`config.mk`:
```
export PLATFORM = sky130hd
export DESIGN_NAME = dual_compare_pulse
export DESIGN_NICKNAME = d
export VERILOG_FILES = /design/src/rtl/ocp_pkg.sv /design/src/rtl/ocp_timebase.sv /design/src/rtl/ocp_datapath.sv /design/src/rtl/ocp_control.sv /design/src/rtl/dual_compare_pulse.sv
export SDC_FILE = /design/constraint.sdc
export NUM_CORES = 1
export LEC_CHECK = 0
export ABC_AREA = 1
export CORE_MARGIN = 5
export CORE_UTILIZATION = 45
export CTS_CLUSTER_SIZE = 24
export DETAILED_ROUTE_END_ITERATION = 6
export GPL_TIMING_DRIVEN = 0
export SLEW_MARGIN = 10
export SYNTH_ARGS = -nofsm -noshare
export SYNTH_HDL_FRONTEND = slang
export SYNTH_SLANG_ARGS = --single-unit
```
`constraint.sdc`:
```
create_clock -name clk -period 2.3 [get_ports clk]
set_clock_uncertainty 0.15 [all_clocks]
set_input_delay 0.345 -clock clk [delete_from_list [all_inputs] [get_ports clk]]
set_output_delay 0.345 -clock clk [all_outputs]
set_load 0.01 [all_outputs]
```
`src/rtl/ocp_pkg.sv`:
```
package ocp_pkg;
  localparam int NUM_TB = 2;
  localparam int SELW = (NUM_TB > 1) ? $clog2(NUM_TB) : 1;
  localparam int SEL_LSB = 3;

  localparam int A_PRI  = 0;
  localparam int A_SEC  = 1;
  localparam int A_CTRL = 2;
  localparam int A_RUN  = 3;
  localparam int A_PER0 = 4;

  localparam logic [2:0] MODE_OFF  = 3'b000;
  localparam logic [2:0] MODE_ONCE = 3'b100;
  localparam logic [2:0] MODE_RPT  = 3'b101;

  typedef enum logic [1:0] {ST_IDLE, ST_ARMED, ST_HIGH, ST_DONE} ocpState_t;

  // datapath -> control
  typedef struct packed {
    logic ctrlWrite;
    logic newPulseMode;
    logic repeatMode;
    logic hitPri;
    logic hitSec;
  } ocpStatus_t;

  // control -> datapath
  typedef struct packed {
    logic pinRise;
    logic pinFall;
    logic flagSet;
  } ocpStrobe_t;
endpackage

```
`src/rtl/ocp_timebase.sv`:
```
module ocp_timebase #(
  parameter int TW = 16
) (
  input  logic          clk,
  input  logic          rstN,
  input  logic          run,
  input  logic [TW-1:0] period,
  output logic [TW-1:0] count
);
  always_ff @(posedge clk) begin
    if (!rstN) begin
      count <= '0;
    end else if (run) begin
      if (count == period) count <= '0;
      else                 count <= count + 1'b1;
    end
  end
endmodule

```
`src/rtl/ocp_datapath.sv`:
```
module ocp_datapath
  import ocp_pkg::*;
#(
  parameter int TW = 16,
  parameter int AW = 3
) (
  input  logic                         clk,
  input  logic                         rstN,
  input  logic                         wrEn,
  input  logic [AW-1:0]                wrAddr,
  input  logic [TW-1:0]                wrData,
  input  logic                         flagClr,
  input  ocpStrobe_t                   strobe,
  output ocpStatus_t                   status,
  output logic                         pulseOut,
  output logic                         flagOut,
  output logic [2:0]                   modeCode,
  output logic [NUM_TB-1:0]            runBits,
  output logic [NUM_TB-1:0][TW-1:0]    tbCount,
  output logic [NUM_TB-1:0][TW-1:0]    tbPeriod
);
  logic [TW-1:0]   priVal;
  logic [TW-1:0]   secVal;
  logic [SELW-1:0] selReg;
  logic            wrPri, wrSec, wrCtrl, wrRun;
  logic [TW-1:0]   selCount;
  logic            selRun;
  logic [2:0]      newMode;

  assign wrPri  = wrEn && (wrAddr == AW'(A_PRI));
  assign wrSec  = wrEn && (wrAddr == AW'(A_SEC));
  assign wrCtrl = wrEn && (wrAddr == AW'(A_CTRL));
  assign wrRun  = wrEn && (wrAddr == AW'(A_RUN));
  assign newMode = wrData[2:0];

  always_ff @(posedge clk) begin
    if (!rstN) begin
      priVal   <= '0;
      secVal   <= '0;
      modeCode <= MODE_OFF;
      selReg   <= '0;
      runBits  <= '0;
    end else begin
      if (wrPri) priVal <= wrData;
      if (wrSec) secVal <= wrData;
      if (wrCtrl) begin
        modeCode <= newMode;
        selReg   <= wrData[SEL_LSB +: SELW];
      end
      if (wrRun) runBits <= wrData[NUM_TB-1:0];
    end
  end

  for (genvar i = 0; i < NUM_TB; i++) begin : g_tb
    always_ff @(posedge clk) begin
      if (!rstN)                                   tbPeriod[i] <= '1;
      else if (wrEn && (wrAddr == AW'(A_PER0 + i))) tbPeriod[i] <= wrData;
    end
    ocp_timebase #(.TW(TW)) u_tb (
      .clk    (clk),
      .rstN   (rstN),
      .run    (runBits[i]),
      .period (tbPeriod[i]),
      .count  (tbCount[i])
    );
  end

  assign selCount = tbCount[selReg];
  assign selRun   = runBits[selReg];

  always_comb begin
    status.ctrlWrite    = wrCtrl;
    status.newPulseMode = (newMode == MODE_ONCE) || (newMode == MODE_RPT);
    status.repeatMode   = (modeCode == MODE_RPT);
    status.hitPri       = selRun && (selCount == priVal);
    status.hitSec       = selRun && (selCount == secVal);
  end

  always_ff @(posedge clk) begin
    if (!rstN) begin
      pulseOut <= 1'b0;
      flagOut  <= 1'b0;
    end else begin
      if (strobe.pinFall)      pulseOut <= 1'b0;
      else if (strobe.pinRise) pulseOut <= 1'b1;
      if (strobe.flagSet)      flagOut <= 1'b1;
      else if (flagClr)        flagOut <= 1'b0;
    end
  end
endmodule

```
`src/rtl/ocp_control.sv`:
```
module ocp_control
  import ocp_pkg::*;
(
  input  logic       clk,
  input  logic       rstN,
  input  ocpStatus_t status,
  output ocpStrobe_t strobe
);
  ocpState_t state, stateNext;

  always_comb begin
    stateNext = state;
    strobe    = '0;
    if (status.ctrlWrite) begin
      strobe.pinFall = 1'b1;
      stateNext = status.newPulseMode ? ST_ARMED : ST_IDLE;
    end else begin
      unique case (state)
        ST_ARMED: if (status.hitPri) begin
          strobe.pinRise = 1'b1;
          stateNext = ST_HIGH;
        end
        ST_HIGH: if (status.hitSec) begin
          strobe.pinFall = 1'b1;
          strobe.flagSet = 1'b1;
          stateNext = status.repeatMode ? ST_ARMED : ST_DONE;
        end
        default: stateNext = state;
      endcase
    end
  end

  always_ff @(posedge clk) begin
    if (!rstN) state <= ST_IDLE;
    else       state <= stateNext;
  end
endmodule

```
`src/rtl/dual_compare_pulse.sv`:
```
module dual_compare_pulse
  import ocp_pkg::*;
#(
  parameter int TW = 16,
  parameter int AW = 3
) (
  input  logic          clk,
  input  logic          rstN,
  input  logic          wrEn,
  input  logic [AW-1:0] wrAddr,
  input  logic [TW-1:0] wrData,
  input  logic          flagClr,
  output logic          pulseOut,
  output logic          flagOut
);
  ocpStatus_t                status;
  ocpStrobe_t                strobe;
  logic [2:0]                modeCode;
  logic [NUM_TB-1:0]         runBits;
  logic [NUM_TB-1:0][TW-1:0] tbCount;
  logic [NUM_TB-1:0][TW-1:0] tbPeriod;

  ocp_datapath #(.TW(TW), .AW(AW)) u_dp (
    .clk      (clk),
    .rstN     (rstN),
    .wrEn     (wrEn),
    .wrAddr   (wrAddr),
    .wrData   (wrData),
    .flagClr  (flagClr),
    .strobe   (strobe),
    .status   (status),
    .pulseOut (pulseOut),
    .flagOut  (flagOut),
    .modeCode (modeCode),
    .runBits  (runBits),
    .tbCount  (tbCount),
    .tbPeriod (tbPeriod)
  );

  ocp_control u_ctl (
    .clk    (clk),
    .rstN   (rstN),
    .status (status),
    .strobe (strobe)
  );
endmodule

```
# Word level (Yosys, flattened, before mapping)
# Cells that the tools add are included.
# classes
n_addsub	2
order_cmp	1
eq_ne	16
mux	21
n_bitwise	1
n_reduce_logical	14
# op_table
cell	count
16-bit == test	4
16-bit two-way mux	4
16-bit by 1-bit adder with 16-bit output, second input constant	2
3-bit == test, second input constant	5
2-bit two-way mux	6
1-bit two-way mux	10
1-bit logical AND	8
3-bit by 2-bit == test with 1-bit output, second input constant	2
3-bit != test, second input constant	2
2-bit case mux with 2 select lines	1
3-bit by 1-bit == test with 1-bit output, second input constant	1
3-bit zero test	1
3-bit AND reduction	1
3-bit nonzero test	1
2-bit by 1-bit == test with 1-bit output, second input constant	1
2-bit == test, second input constant	1
1-bit by 2-bit < comparator with 1-bit output, second input constant	1
2-bit nonzero test	1
2-bit OR reduction	1
1-bit logical OR	1
1-bit NOT	1
# word_totals
ff_bits	106
inputBits	23
output_inout_bits	2
word_cells	67

# Longest topological paths before layout
# depth
depth_word	8
ltp_mapped	14
ltp_nobuf	13

# Cells and area by module
# From an unflattened synthesis, not the netlist that was laid out.
# unflattened
hier_cells	970
area_unflattened_um2	5963.2
# modules_own_cells
module	instances	cells_per_inst	area_per_inst_um2	seq_area_each_um2
ocp_datapath	1	521	3463.3	1441.4
ocp_timebase	2	213	1177.4	320.3
ocp_control	1	23	145.1	40.0

# Worst setup path after synthesis
# Ideal clock, no wire load.
# synth_path
kind	reg2reg
start	register u_dp.g_tb[1].u_tb.count[2]
end	register u_dp.g_tb[1].u_tb.count[13]
setup_ns	0.122
arrival_time_ns	1.400
required_ns	2.028
path_slack_ns	0.629
stages_incl_launch_ff	10
path_buffers	1
period_less_slack_ns	1.671
path_cell_list	dfxtp_1 > buf_2 > nand3_1 > nor2_2 > nand3_1 > nor3_2 > nand3_1 > nor2_1 > xor2_1 > nor2_1
# synth_between
elab_chain_cells	2
word_cells_on_any_way	3
cone_classes	1 x add/sub; 1 x eq/ne; 1 x mux
# synth_lines
element	line	source
start: declaration	ocp_timebase.sv:8	output logic [TW-1:0] count
start signal: assignment	ocp_timebase.sv:15	else count <= count + 1'b1;
16-bit by 1-bit adder with 16-bit output / 16-bit == test (equally long branches)	ocp_timebase.sv:15, ocp_timebase.sv:14	
16-bit two-way mux *	ocp_timebase.sv:14	if (count == period) count <= '0;
# Every way passes the cells marked *; elsewhere a longest branch is shown, timed or not.
# A chain may end at the register's enable or synchronous reset.

==> run metrics <==
Starting Density=0.458; CTS Hold Buffers Added=0; clock latency on the worst-skew pair=0.36 ns; syn nets=851; global-route wire length before repair=27.9 mm; period utilisation layout=0.933; Peak supply drop=0.545 mV; Core ar.=12,000 sq um; dpl hpwl=13.9 mm; Final Util=0.517; drt via density=5.34; Seq/Total Area, Yosys=0.386; Leak Pwr=2.54 nW; CTS sink cnt=106; Post-CTS Setup Bufs=0; worst hold-check path type=flop to flop; critical path class=primary input to flop; DR vias=5,389; Worst Path Required=2.44 ns; n_diodes=0; most common cell after layout, fill and taps aside=nand2_1; vias in the first global route=5,326; status=finished, final reports clean; Routed Antenna Nets=0; R2R Path Start=u_dp.selReg; fin crit period=2.15 ns; Vert. Die Dim=121 um; Remaining DRCs=0; DRT Pass-1 Iters=5; Final Max Tran Viols=0; final WL=17.7 mm; Critical path origin=rstN; commonest non-fill, non-tap cells in the layout=203 x nand2_1, 105 x dfxtp_1, 96 x nor2_1, 91 x inv_1, 85 x nand3_1; CTS tree=yes; Setup crit end kind=flop; Port Buffers=24; DR WL/cell=17.5 um; Root Buffer=clkbuf_16; Hold Crit Start=u_dp.pulseOut; post-synth cell types=35; Cell Area, Synth=5500 sq um; die footprint=14,500 sq um; area grow syn2layout=12.9%; Rel. slew slack=0.513; Data arrival, critical path=2.28 ns; PwrDens=616 nW/um^2; Final Cell Area=6210 sq um; maxcap violations=0; yosys warns=0; actual slew at the worst max-slew pin=0.731 ns; FMAX=466 MHz; largest net degree at the start of global routing=16; DRT iter0 DRCs=418; Final Hold Vio Count=0; CP startpoint kind=primary input; Mean Syn Cell Area=6.66 sq um; Reg clk slew, reported paths=0.07 ns; Yosys top cell area share=0.386; Num CTS Buffers=9; Tot GR Track Use=0.252; final setup fails=0; H-Tree Depth=3; most area-hungry cell type in the Yosys netlist=dfxtp_1; Mapped Cells=826; Die Wd=121 um; GPL Wtd Cong=0.902; total gr overflow=0; antenna violations before repair=0; Post-synth EDFFs=0; ys flop type=dfxtp_1; unrepaired setup endpoints after global routing=false; row count=40; post-synthesis register bit count=106; Max Buffers Root-to-Sink=2; worst-path maximum fanout=10; async set-reset flop share out of synthesis=0; I/O pins=25; post-CTS sizing=0; placed inst area=5920 sq um; Area contributors post-synth=dfxtp_1 39%, nand2_1 14%, nand3_1 7.7%; share of cells above drive strength 1=0.0498; Layout Nets=885
[critical path, stage by stage]
cell,delay (ns)
clkdlybuf4s50_1,0.64
clkbuf_1,0.35
clkbuf_1,0.61
o21ai_0,0.19
a21oi_1,0.15
[worst paths after layout]
path	to	slack [ns]	cells past startpoint
setup / recovery	u_dp.secVal[14]	0.15	5
hold / removal	u_dp.pulseOut	0.30	2
setup reg to reg	u_ctl.state[0]	0.17	13
hold reg to reg	u_dp.pulseOut	0.30	2
[per-layer routing]
layer / vias up / part of all wire / wire, um / GRT usage
li1: 2719 / - / - / -
met2: 146 / 0.48 / 8530 / 0.429
met4: 0 / 0.029 / 511 / 0.0829
met1: 2491 / 0.44 / 7870 / 0.319
met3: 33 / 0.046 / 811 / 0.0510
met5: - / 0 / 0 / 0
[cell families after synthesis]
| group | count (synthesis) | synth area share |
|---|---|---|
| adders and majority gates | 2 | 0.00455 |
| xor gates and xnor gates | 37 | 0.0589 |
| DFF | 106 | 0.386 |
| and+or+nand+nor | 431 | 0.338 |
| buffers and inverters | 132 | 0.0953 |
| AOI/OAI and AO/OA | 118 | 0.118 |
[Yosys cell counts, types with 2 or more instances]
library cell    n
o211ai_1       15
nand3_1        85
or2_2           2
inv_1          91
buf_4           3
o21ai_0        48
nand3b_1        2
nor4_1          3
ha_1            2
buf_2           6
nor2_1         97
nor3_4          2
nor3_1         17
nand2_1       203
nor2_2          2
xnor2_1        12
nand3_2         3
inv_2           7
o21ai_1         2
a21oi_1        44
xor2_1         25
clkbuf_1       21
nand4_1        13
clkinv_1        2
dfxtp_1       106
o22ai_1         4
[sequential cells by signal, summed over array words and instances (netlist names)]
| register | count |
|---|---|
| u_ctl.state | 2 |
| u_dp.runBits | 2 |
| u_dp.pulseOut | 1 |
| u_dp.g_tb.u_tb.count | 32 |
| u_dp.secVal | 16 |
| u_dp.priVal | 16 |
| u_dp.tbPeriod | 32 |
| u_dp.selReg | 1 |
| u_dp.flagOut | 1 |
| u_dp.modeCode | 3 |
[final cells by class]
class	instances	area (sq um)
sequential	106	2120
fill	1266	5800
buffer	30	141
inverter	101	382
tap	147	184
timing repair buffer	24	240
multi-input combinational	588	2860
clock inverter	2	38.8
clock buffer	12	246
[metrics by stage]
step	power [W]	TNS, ns	setup WS, ns	std cells	hold slack, ns
floorplan	0.00215	0	0.629	826	0.281
global route	0.00396	0	0.0107	1010	0.332
detailed placement	0.00230	-4.34	-0.223	997	0.289
CTS	0.00384	0	0.138	1011	0.298
finish	0.00383	0	0.154	1010	0.299
global placement	0.00229	-3.11	-0.168	997	0.286
[power breakdown]
part           internal (W)  total (W)  switching, W
Sequential          0.00188    0.00191     0.0000307
Combinational      0.000123   0.000349      0.000226
Clock              0.000866    0.00156      0.000697
Power figures use the tool's default switching activity.
